<file path="config.mk">
export PLATFORM = sky130hd
export DESIGN_NAME = page_rd_seq
export DESIGN_NICKNAME = d
export VERILOG_FILES = /design/src/rtl/page_rd_pkg.sv /design/src/rtl/page_rd_ctrl.sv /design/src/rtl/page_rd_dpath.sv /design/src/rtl/page_rd_seq.sv
export SDC_FILE = /design/constraint.sdc
export NUM_CORES = 1
export LEC_CHECK = 0
export ABC_AREA = 1
export ABC_CLOCK_PERIOD_IN_PS = 2600
export BUFFER_PORTS_ARGS = -buffer_cell sky130_fd_sc_hd__buf_2
export CORE_ASPECT_RATIO = 1.2
export CORE_MARGIN = 8
export CORE_UTILIZATION = 35
export CTS_CLUSTER_SIZE = 20
export DETAILED_ROUTE_END_ITERATION = 16
export GPL_TIMING_DRIVEN = 0
export PLACE_DENSITY = 0.59
export SYNTH_ARGS = -nofsm -noshare
export SYNTH_HDL_FRONTEND = slang
export SYNTH_SLANG_ARGS = --single-unit
export TNS_END_PERCENT = 1
</file>
<file path="constraint.sdc">
create_clock -name clk -period 2.6 [get_ports clk]
set_clock_uncertainty 0.1 [all_clocks]
set_input_delay 0.26 -clock clk [delete_from_list [all_inputs] [get_ports clk]]
set_output_delay 0.26 -clock clk [all_outputs]
set_load 0.1 [all_outputs]
</file>
<file path="src/rtl/page_rd_pkg.sv">
`timescale 1ns/1ps
package page_rd_pkg;

  typedef enum logic [2:0] {
    ST_IDLE,
    ST_SETUP,
    ST_STROBE,
    ST_PAGE,
    ST_HOLD,
    ST_TURN
  } seqState_t;

  typedef struct packed {
    logic loadAddr;  // latch a new device address
    logic capture;   // sample device data, raise response
    logic pageLoad;  // the load is a chained in-page beat
  } seqCtl_t;

endpackage

</file>
<file path="src/rtl/page_rd_ctrl.sv">
`timescale 1ns/1ps
module page_rd_ctrl
  import page_rd_pkg::*;
#(
  parameter int CW = 4
) (
  input  logic          clk,
  input  logic          rstN,
  input  logic          cfgPageEn,
  input  logic [CW-1:0] cfgSetup,
  input  logic [CW-1:0] cfgStrobe,
  input  logic [CW-1:0] cfgPageAcc,
  input  logic [CW-1:0] cfgHold,
  input  logic          turnReq,
  input  logic          reqValid,
  input  logic          hit,
  output logic          reqReady,
  output logic          csN,
  output logic          reN,
  output seqCtl_t       ctl
);

  seqState_t state, stateNxt;
  logic [CW-1:0] cnt, cntNxt;
  logic lastCyc, beatEnd, chain;
  logic [CW-1:0] strobeM1, pageM1, setupM1, holdM1;

  // strobe and page-access phases last at least one cycle
  assign strobeM1 = (cfgStrobe == '0) ? '0 : cfgStrobe - 1'b1;
  assign pageM1   = (cfgPageAcc == '0) ? '0 : cfgPageAcc - 1'b1;
  assign setupM1  = cfgSetup - 1'b1;
  assign holdM1   = cfgHold - 1'b1;

  assign lastCyc  = (cnt == '0);
  assign beatEnd  = ((state == ST_STROBE) || (state == ST_PAGE)) && lastCyc;
  assign chain    = beatEnd && cfgPageEn && reqValid && hit;
  assign reqReady = (state == ST_IDLE) || chain;

  assign ctl.loadAddr = reqValid && reqReady;
  assign ctl.capture  = beatEnd;
  assign ctl.pageLoad = chain;

  assign csN = !((state == ST_SETUP) || (state == ST_STROBE) ||
                 (state == ST_PAGE) || (state == ST_HOLD));
  assign reN = !((state == ST_STROBE) || (state == ST_PAGE) ||
                 (state == ST_HOLD));

  always_comb begin
    stateNxt = state;
    cntNxt   = cnt;
    unique case (state)
      ST_IDLE: begin
        if (reqValid) begin
          if (cfgSetup == '0) begin
            stateNxt = ST_STROBE;
            cntNxt   = strobeM1;
          end else begin
            stateNxt = ST_SETUP;
            cntNxt   = setupM1;
          end
        end
      end
      ST_SETUP: begin
        if (lastCyc) begin
          stateNxt = ST_STROBE;
          cntNxt   = strobeM1;
        end else begin
          cntNxt = cnt - 1'b1;
        end
      end
      ST_STROBE, ST_PAGE: begin
        if (!lastCyc) begin
          cntNxt = cnt - 1'b1;
        end else if (chain) begin
          stateNxt = ST_PAGE;
          cntNxt   = pageM1;
        end else if (cfgHold != '0) begin
          stateNxt = ST_HOLD;
          cntNxt   = holdM1;
        end else begin
          stateNxt = turnReq ? ST_TURN : ST_IDLE;
        end
      end
      ST_HOLD: begin
        if (lastCyc) stateNxt = turnReq ? ST_TURN : ST_IDLE;
        else         cntNxt   = cnt - 1'b1;
      end
      ST_TURN: stateNxt = ST_IDLE;
      default: stateNxt = ST_IDLE;
    endcase
  end

  always_ff @(posedge clk or negedge rstN) begin
    if (!rstN) begin
      state <= ST_IDLE;
      cnt   <= '0;
    end else begin
      state <= stateNxt;
      cnt   <= cntNxt;
    end
  end

  // a turnaround lasts exactly one cycle
  a_r10_turn_single: assert property (@(posedge clk) disable iff (!rstN)
    (state == ST_TURN) |=> (state == ST_IDLE));

  // page access is entered only from a finishing beat
  a_r4_page_from_beat: assert property (@(posedge clk) disable iff (!rstN)
    (state == ST_PAGE) |-> ($past(state) == ST_STROBE || $past(state) == ST_PAGE));

  // once holding, the sequence cannot chain again
  a_r9_hold_closes: assert property (@(posedge clk) disable iff (!rstN)
    (state == ST_HOLD) |=> (state != ST_PAGE));

endmodule

</file>
<file path="src/rtl/page_rd_dpath.sv">
`timescale 1ns/1ps
module page_rd_dpath
  import page_rd_pkg::*;
#(
  parameter int AW = 16,
  parameter int DW = 16
) (
  input  logic          clk,
  input  logic          rstN,
  input  logic          cfgWide,
  input  logic [1:0]    cfgPageLen,
  input  logic          cfgIncOnly,
  input  logic [AW-1:0] reqAddr,
  input  seqCtl_t       ctl,
  input  logic [DW-1:0] memData,
  output logic [AW-1:0] memAddr,
  output logic          hit,
  output logic          rspValid,
  output logic [DW-1:0] rspData
);

  logic [2:0]    lowBits;
  logic [AW-1:0] lowMask, step, nextLow;
  logic          highSame, incOk;

  assign lowBits = 3'd2 + {1'b0, cfgPageLen} + {2'b0, cfgWide};

  for (genvar gi = 0; gi < AW; gi++) begin : g_mask
    assign lowMask[gi] = (32'(gi) < {29'd0, lowBits});
  end

  assign step     = {{(AW-2){1'b0}}, cfgWide, ~cfgWide};
  assign nextLow  = memAddr + step;
  assign highSame = ((reqAddr ^ memAddr) & ~lowMask) == '0;
  assign incOk    = ((reqAddr ^ nextLow) & lowMask) == '0;
  assign hit      = highSame && (!cfgIncOnly || incOk);

  always_ff @(posedge clk or negedge rstN) begin
    if (!rstN) begin
      memAddr  <= '0;
      rspValid <= 1'b0;
      rspData  <= '0;
    end else begin
      if (ctl.loadAddr) memAddr <= reqAddr;
      rspValid <= ctl.capture;
      if (ctl.capture) rspData <= memData;
    end
  end

  // a chained beat is only taken for an in-page address
  a_r5_chain_in_page: assert property (@(posedge clk) disable iff (!rstN)
    ctl.pageLoad |-> hit);

endmodule

</file>
<file path="src/rtl/page_rd_seq.sv">
`timescale 1ns/1ps
module page_rd_seq
  import page_rd_pkg::*;
#(
  parameter int AW = 16,
  parameter int DW = 16,
  parameter int CW = 4
) (
  input  logic          clk,
  input  logic          rstN,
  input  logic          cfgPageEn,
  input  logic          cfgWide,
  input  logic [1:0]    cfgPageLen,
  input  logic          cfgIncOnly,
  input  logic [CW-1:0] cfgSetup,
  input  logic [CW-1:0] cfgStrobe,
  input  logic [CW-1:0] cfgPageAcc,
  input  logic [CW-1:0] cfgHold,
  input  logic          turnReq,
  input  logic          reqValid,
  input  logic [AW-1:0] reqAddr,
  output logic          reqReady,
  output logic          rspValid,
  output logic [DW-1:0] rspData,
  output logic          memCsN,
  output logic          memReN,
  output logic [AW-1:0] memAddr,
  input  logic [DW-1:0] memData
);

  seqCtl_t ctl;
  logic    hit;

  page_rd_ctrl #(.CW(CW)) u_ctrl (
    .clk(clk), .rstN(rstN), .cfgPageEn(cfgPageEn),
    .cfgSetup(cfgSetup), .cfgStrobe(cfgStrobe),
    .cfgPageAcc(cfgPageAcc), .cfgHold(cfgHold),
    .turnReq(turnReq), .reqValid(reqValid), .hit(hit),
    .reqReady(reqReady), .csN(memCsN), .reN(memReN), .ctl(ctl)
  );

  page_rd_dpath #(.AW(AW), .DW(DW)) u_dpath (
    .clk(clk), .rstN(rstN), .cfgWide(cfgWide), .cfgPageLen(cfgPageLen),
    .cfgIncOnly(cfgIncOnly), .reqAddr(reqAddr), .ctl(ctl),
    .memData(memData), .memAddr(memAddr), .hit(hit),
    .rspValid(rspValid), .rspData(rspData)
  );

  // a response always follows a cycle with read enable low
  a_r2_rsp_follows_strobe: assert property (@(posedge clk) disable iff (!rstN)
    rspValid |-> ($past(memReN) == 1'b0));

endmodule

</file>
==> impl_summary.txt, run 1 <==
----------------------------------------------------
[Die]
  Area of the die ... 11,660 um^2
  Ports placed on the boundary ... 93
  Die Y ... about 120 um
  Total number of placement rows ... 36
  Floorplan core area ... just over 8000 um^2
  Die Wd ... ~100 um
  Starting density of the core ... ~36%

[Placement]
  Final estimated routing congestion in global placement ... about 0.85
  DP Area ... 3612 um^2
  Minimum setup slack after placement ... -0.2184 ns
  Quantity of I/O buffers inserted on ports ... 92
  Count of placed standard cells including taps ... 652
  Post-DP HPWL ... 6.418 mm

[Timing]
  Period utilization ... 103.7%
  Final count of pins violating max slew ... 0
  Setup TNS ... -0.3614 ns
  Setup Viol. Count Final ... 14
  Worst slew pin tran ... about 0.91 ns
  Minimum clock period after layout ... about 2.7 ns
  Post-route worst setup slack ... -0.09611 ns
  Post-route worst hold slack ... -0.004145 ns
  Maximum frequency from static timing analysis ... 0.3709 GHz
  Max-Slew Margin vs Limit ... roughly two fifths
  Unrepaired setup endpoints after global routing ... yes
  Count of final hold-check violations ... 5

[Logic synthesis]
  Main flop type after synthesis ... dfrtp_1
  Netlist area before placement ... a little under 3000 um^2
  Flop and latch count out of synthesis ... 40
  Proportion of register bits with asynchronous set or reset after synthesis ... 100.0%
  Synthesized instance count ... around 450
  Number of different library cells in the post-synthesis netlist ... 35
  Count of flip-flops with a built-in enable after synthesis ... 0
  Share of synthesized area occupied by flip-flops and latches ... about a third
  Synthesized Nets ... 517
  Average size of a mapped cell ... between 6 and 7 um^2
  Warnings from Yosys ... 0

[Setup path]
  Critical path class ... reg2out
  Buffers plus inverters on the worst setup path ... 2
  Library cell contributing the largest single delay on the critical path ... dfrtp_4
  Req. time, crit path ... ~2.2 ns
  Setup crit end kind ... output pin
  Cell family with the largest share of critical-path delay ... adder cells
  Crit path launch type ... flop
  Data arrival time of the worst path ... 2.34 ns
  Cell chain of the critical path ... ha_4 > inv_2 > fa_2 > xnor2_1 > nand2_1 > o21ai_1 > nor2_1 > nand3_1 > nand2_2 > nand2_4 > nand2_8 > buf_12
  Highest cell delay on the worst timing path ... slightly below 0.5 ns
  Critical-path maximum fanout ... 3

[Global routing]
  Number of global-route vias before repair ... 2,989
  Overflow left after global routing ... 0
  Antenna violations before repair ... 0
  First-pass GRT wire length ... 13.70 mm
  Largest net degree at the start of global routing ... about 40
  All-Layer GR Usage ... between 10 and 15%

[Flow run]
  Max-cap violation count ... 0

[Cells and area]
  Signed area change from the synthesized netlist to the final layout ... 28.81%
  Non-filler instance count after layout ... between 600 and 700
  Final instance area ... 3810 um^2
  Diode insertion count for antenna repair ... 0
  Fraction of final layout cells with drive strength greater than 1 ... 26.22%
  Final nets ... 623

[Clock network]
  Number of buffers added by the clock tree synthesis step ... 5
  Post-CTS Hold Buffers ... 0
  Clock tree sinks ... 40
  CTS Root Cell ... clkbuf_8
  H-Tree Depth ... 2
  Clock tree from TritonCTS ... done
  Maximum number of buffers from clock root to sink ... 2
  Clock Latency Late Sink ... between 0.2 and 0.3 ns
  Clock slew at the register clock pins of the worst setup and hold paths ... ~0.08 ns

[Route]
  Detailed Routing Iterations Pass 1 ... 4
  Post-DR wirelength/cell ... around 12 um
  Routed vias/inst ... 4.517
  Drt drc ... 0
  Antenna violation net count after detailed routing ... 0
  Via count ... 3,013
  First-iteration detailed-routing DRC count ... 100
  Final WL ... slightly above 8 mm

[Hold path]
  Hold Crit Class ... in2async

[Status]
  Failing checks ... hold timing, setup timing
  Outcome ... finished with violations

----------------------------------------------------
==> layer usage <==
metal	vias to the layer above	GRT usage [%]	routed length, um
li1	1580	-	-
met1	1355	17.42	3659
met2	69	24.45	3866
met3	9	2.922	438
met4	0	4.853	104
met5	-	0	0
==> flip-flops by register name, summed over array words and instances, names as in the netlist <==
signal / flops
u_ctrl.state: 3
u_dpath.rspValid: 1
u_dpath.rspData: 16
u_ctrl.cnt: 4
u_dpath.memAddr: 16
==> layout make-up <==
type                            count  area [um^2]
Fill cell                         852         4343
Multi-Input combinational cell    324         1697
Sequential cell                    40         1008
Timing Repair Buffer               99        531.8
Inverter                           76        285.3
Tap cell                          114        142.6
Clock buffer                        7        86.33
Buffer                              6        51.30
Clock inverter                      1        7.507
==> what timing repair did <==
| item | 4_1_cts | 5_1_grt |
|---|---|---|
| gates resized for setup | 10 | 12 |
| endpoints found under the setup margin | 21 | 24 |
| buffers inserted | 6 | 1 |
| pin swaps | 8 | 3 |
==> synthesized netlist by cell type, types with 2 or more instances <==
| master | n | share of area [%] |
|---|---|---|
| nand2_1 | 167 | 21 |
| inv_1 | 72 | 9.1 |
| dfrtp_1 | 40 | 34 |
| nor2_1 | 40 | 5.1 |
| nand3_1 | 27 | 4.6 |
| o21ai_0 | 20 | 3.4 |
| a21oi_1 | 15 | 2.5 |
| ha_1 | 13 | 5.5 |
| xnor2_1 | 8 | 2.4 |
| o21ai_2 | 6 | 1.8 |
| xor2_1 | 5 | 1.5 |
| a211oi_1 | 3 | 0.76 |
| a21oi_2 | 2 | 0.59 |
| buf_2 | 2 | 0.34 |
| clkinv_1 | 2 | 0.25 |
| inv_2 | 2 | 0.25 |
| nand2_2 | 2 | 0.42 |
| nand2_4 | 2 | 0.76 |
| nor2_2 | 2 | 0.42 |
==> logic make-up after synthesis <==
logic type / Yosys count / synth area share (%)
AOI/OAI and AO/OA: 49 / 9.899
xor gates and xnor gates: 13 / 3.849
adders and majority gates: 14 / 6.176
buffers and inverters: 82 / 11.13
DFF: 40 / 33.84
muxes: 1 / 0.3384
and+or+nand+nor: 247 / 34.77
==> final timing paths <==
kind | depth (start not counted) | slack, ns | endpoint | startpoint
min in group clk | 3 | 0.07 | u_dpath.rspData[12] | memData[12]
worst min-delay path | 1 | -0.004 | u_dpath.memAddr[11] | rstN
worst max register to register | 17 | -0.05 | u_dpath.memAddr[3] | u_dpath.memAddr[0]
worst min register to register | 2 | 0.37 | u_dpath.rspData[0] | u_dpath.rspData[0]
worst max-delay path | 12 | -0.1 | reqReady | u_dpath.memAddr[0]
max in group asynchronous | 1 | 1.74 | u_dpath.memAddr[1] | rstN
==> cells in the final DEF (no fill, tap or decap), types with 8 or more instances in the layout <==
master     n
o21ai_0   12
nand3_1   26
dfrtp_1   38
inv_1     71
nor2_1    38
nand2_1  162
buf_2     92
xnor2_1    8
ha_1      12
a21oi_1   14
==> stage by stage <==
| stage | utilization [%] | hold WS [ns] |
|---|---|---|
| CTS | 46.45 | 0.02607 |
| global placement | 44.31 | 0.3508 |
| global route | 46.73 | 0.05494 |
| floorplan | - | -0.1356 |
| detailed placement | 44.31 | 0.3536 |
| finish | 46.73 | -0.004145 |
Power of run 1 is left out: the tool's default activity adds up to more than one toggle a clock period on the data nets, which glitch-free logic cannot reach.
==> inputs of run 2 (changes only) <==
ABC_AREA = default   (was 1)
==> run 2 against run 1 <==
The run still ends with hold timing, setup timing left. Worst hold slack better by 0.00085 ns. Die area unchanged. Cell area down 0.85%. Register-to-register slack worse by 0.29 ns. Clock-buffer cell count down 2. Utilization down 0.40 points. Fmax down 11%. Worst setup slack worse by 0.33 ns. Critical path type unchanged.
==> impl_summary.txt, run 2 <==
----------------------------------------------------
[Clock network]
  CTS Root Cell ... clkbuf_8
  Number of buffers added by the clock tree synthesis step ... 5
  Clock tree from TritonCTS ... done
  Clock tree sinks ... 40
  H-Tree Depth ... 2
  Maximum number of buffers from clock root to sink ... 2
  Clock Latency Late Sink ... just under 0.3 ns
  Clock slew at the register clock pins of the worst setup and hold paths ... around 0.090 ns

[Logic synthesis]
  Synth top area cells ... dfrtp_1 34%, nand2_1 7.9%, xor2_1 5.6%, ha_1 5.5%, mux2_4 5.1%
  Flop and latch count out of synthesis ... 40
  Most common cell in the synthesized netlist ... nand2_1
  Count of flip-flops with a built-in enable after synthesis ... 0
  Share of synthesized area occupied by flip-flops and latches ... around a third
  Number of different library cells in the post-synthesis netlist ... 59
  Proportion of register bits with asynchronous set or reset after synthesis ... 100.0%
  Main flop type after synthesis ... dfrtp_1
  Netlist area before placement ... between 2000 and 3000 um^2
  Synthesized Nets ... ~400
  Post-synthesis cell type with the largest combined area ... dfrtp_1
  Top cell types by occurrence after synthesis ... 62 x nand2_1, 40 x dfrtp_1, 19 x inv_1, 19 x xor2_1, 17 x o21ai_0
  Warnings from Yosys ... 0
  Area share of the largest cell type after synthesis ... between 30 and 40%
  Average size of a mapped cell ... 8.909 um^2
  Synthesized instance count ... approximately 330

[Route]
  Drt drc ... 0
  Post-DR wirelength/cell ... about 15 um
  Antenna violation net count after detailed routing ... 0
  Routed vias/inst ... 5.069
  Via count ... about 2,800
  Detailed Routing Iterations Pass 1 ... 4
  Final WL ... between 8 and 9 mm
  First-iteration detailed-routing DRC count ... 99

[Setup path]
  Data arrival time of the worst path ... 2.67 ns
  Critical path class ... reg2out
  Setup crit end kind ... output pin
  Library cell contributing the largest single delay on the critical path ... dfrtp_4
  Cell chain of the critical path ... ha_4 > inv_2 > fa_2 > nand2b_4 > or4_4 > a41oi_2 > o31a_4 > nor2_4 > or2_4 > buf_12
  Crit path launch type ... flop
  Worst setup path startpoint ... u_dpath.memAddr[0]
  Highest cell delay on the worst timing path ... roughly 0.43 ns
  Cell family with the largest share of critical-path delay ... simple AND/OR/NAND/NOR gates
  Launch point of the worst reg-to-reg path ... u_dpath.memAddr[0]
  Req. time, crit path ... around 2.2 ns
  Buffers plus inverters on the worst setup path ... 2
  Critical-path maximum fanout ... 4

[Global routing]
  All-Layer GR Usage ... between 10 and 15%
  Number of global-route vias before repair ... a little under 3,000
  Largest net degree at the start of global routing ... ~40
  Antenna violations before repair ... 0
  Overflow left after global routing ... 0
  First-pass GRT wire length ... 13.29 mm

[Cells and area]
  Final nets ... 506
  Layout filler cell count ... between 800 and 900
  Signed area change from the synthesized netlist to the final layout ... 27.71%
  Final instance area ... between 3000 and 4000 um^2
  Diode insertion count for antenna repair ... 0
  Commonest non-fill, non-tap cell in the layout ... buf_2
  Fraction of final layout cells with drive strength greater than 1 ... 33.03%
  Top Registers ... u_dpath.memAddr: 16 flops, u_dpath.rspData: 16 flops, u_ctrl.cnt: 4 flops
  Most frequent cells in the layout ... 91 x buf_2, 61 x nand2_1, 38 x dfrtp_1

[Flow run]
  Max-cap violation count ... 0

[Die]
  Die Y ... 116.7 um
  Ports placed on the boundary ... 93
  Floorplan core area ... about 8000 um^2
  Area of the die ... 11,660 um^2
  Total number of placement rows ... 36
  Die Wd ... between 90 and 100 um
  Starting density of the core ... a little over a third

[Timing]
  Period utilization ... 116.4%
  Final count of pins violating max slew ... 0
  Setup Viol. Count Final ... 21
  Count of final hold-check violations ... 5
  Post-route worst setup slack ... -0.4266 ns
  Post-route worst hold slack ... -0.003293 ns
  Worst slew pin tran ... roughly 0.93 ns
  Unrepaired setup endpoints after global routing ... yes
  Minimum clock period after layout ... between 3 and 4 ns
  Max-Slew Margin vs Limit ... a little under two fifths
  Maximum frequency from static timing analysis ... between 0.3 and 0.4 GHz

[Hold path]
  Hold Crit Class ... in2async

[Status]
  Failing checks ... hold timing, setup timing
  Outcome ... finished with violations

[Placement]
  Final estimated routing congestion in global placement ... around 0.83
  Post-DP HPWL ... between 6 and 7 mm
  Quantity of I/O buffers inserted on ports ... 92
  DP Area ... approximately 3600 um^2

----------------------------------------------------
==> run 2: cell types whose count changed after synthesis, moves of 14 or more <==
cell,before,now
inv_1,72,19
nand3_1,27,7
xor2_1,5,19
nor2_1,40,10
nand2_1,167,62
==> run 2: routing by layer <==
| layer | up-vias | share of wire, % | GRT usage (%) |
|---|---|---|---|
| met3 | 14 | 6.9 | 4.174 |
| met5 | - | 0 | 0 |
| met2 | 93 | 49 | 24.81 |
| met4 | 0 | 1.9 | 4.954 |
| met1 | 1301 | 42 | 15.41 |
| li1 | 1380 | - | - |
==> run 2: what timing repair did <==
item	in CTS	in global routing
setup endpoints to repair	23	23
hold buffers	0	0
pin swaps	3	4
setup buffers	3	1
gates resized for setup	7	4
==> run 2: logic make-up after synthesis <==
| group | Yosys count | share of synthesized area, % |
|---|---|---|
| AND/OR/NAND/NOR | 133 | 22.72 |
| XOR/XNOR | 26 | 7.699 |
| buffers and inverters | 30 | 4.653 |
| flip-flops | 40 | 33.84 |
| multiplexers | 17 | 7.699 |
| adder cells (fa/ha/maj) | 14 | 6.176 |
| AO/OA/AOI/OAI | 72 | 17.22 |
==> run 2: final cells by class <==
class,count,area (um^2),share of cell area (%)
sequential,40,1008,26.70
tap,114,142.6,3.776
clock buffer,5,68.82,1.822
multi-input combinational,262,1867,49.42
timing repair buffer,96,505.5,13.38
buffer,10,61.31,1.623
clock inverter,3,46.29,1.226
inverter,20,77.57,2.054
==> run 2: worst paths after layout <==
check	to	slack (ns)	cells after the start
max	reqReady	-0.43	10
min	u_dpath.memAddr[5]	-0.003	1
max reg2reg	u_dpath.memAddr[4]	-0.34	12
min reg2reg	u_dpath.rspData[9]	0.37	2
max in group asynchronous	u_dpath.memAddr[1]	1.74	1
min in group clk	u_dpath.rspData[0]	0.05	3
==> run 2: through the flow <==
step	cells	util (%)	TNS, ns	hold slack [ns]	setup WS, ns
finish	550	46.33	-5.532	-0.003293	-0.4266
global placement	538	44.01	-9.105	0.3480	-0.5100
detailed placement	538	44.01	-9.837	0.3561	-0.5470
global route	550	46.33	-8.392	0.04846	-0.4912
CTS	549	46.01	-7.139	0.03851	-0.4424
floorplan	332	-	-9.411	-0.1356	-0.5413
==> run 2: worst register-to-register path: stages, from the launching register on <==
cell and delay, ns:
dfrtp_4 0.43, ha_4 0.14, inv_2 0.03, fa_2 0.36, nand2b_4 0.16, or4_4 0.43
a41oi_2 0.22, o31a_4 0.16, nor2_4 0.04, o21a_1 0.18, buf_6 0.14, buf_12 0.15
mux2_4 0.30
Power of run 2 is left out for the same reason.
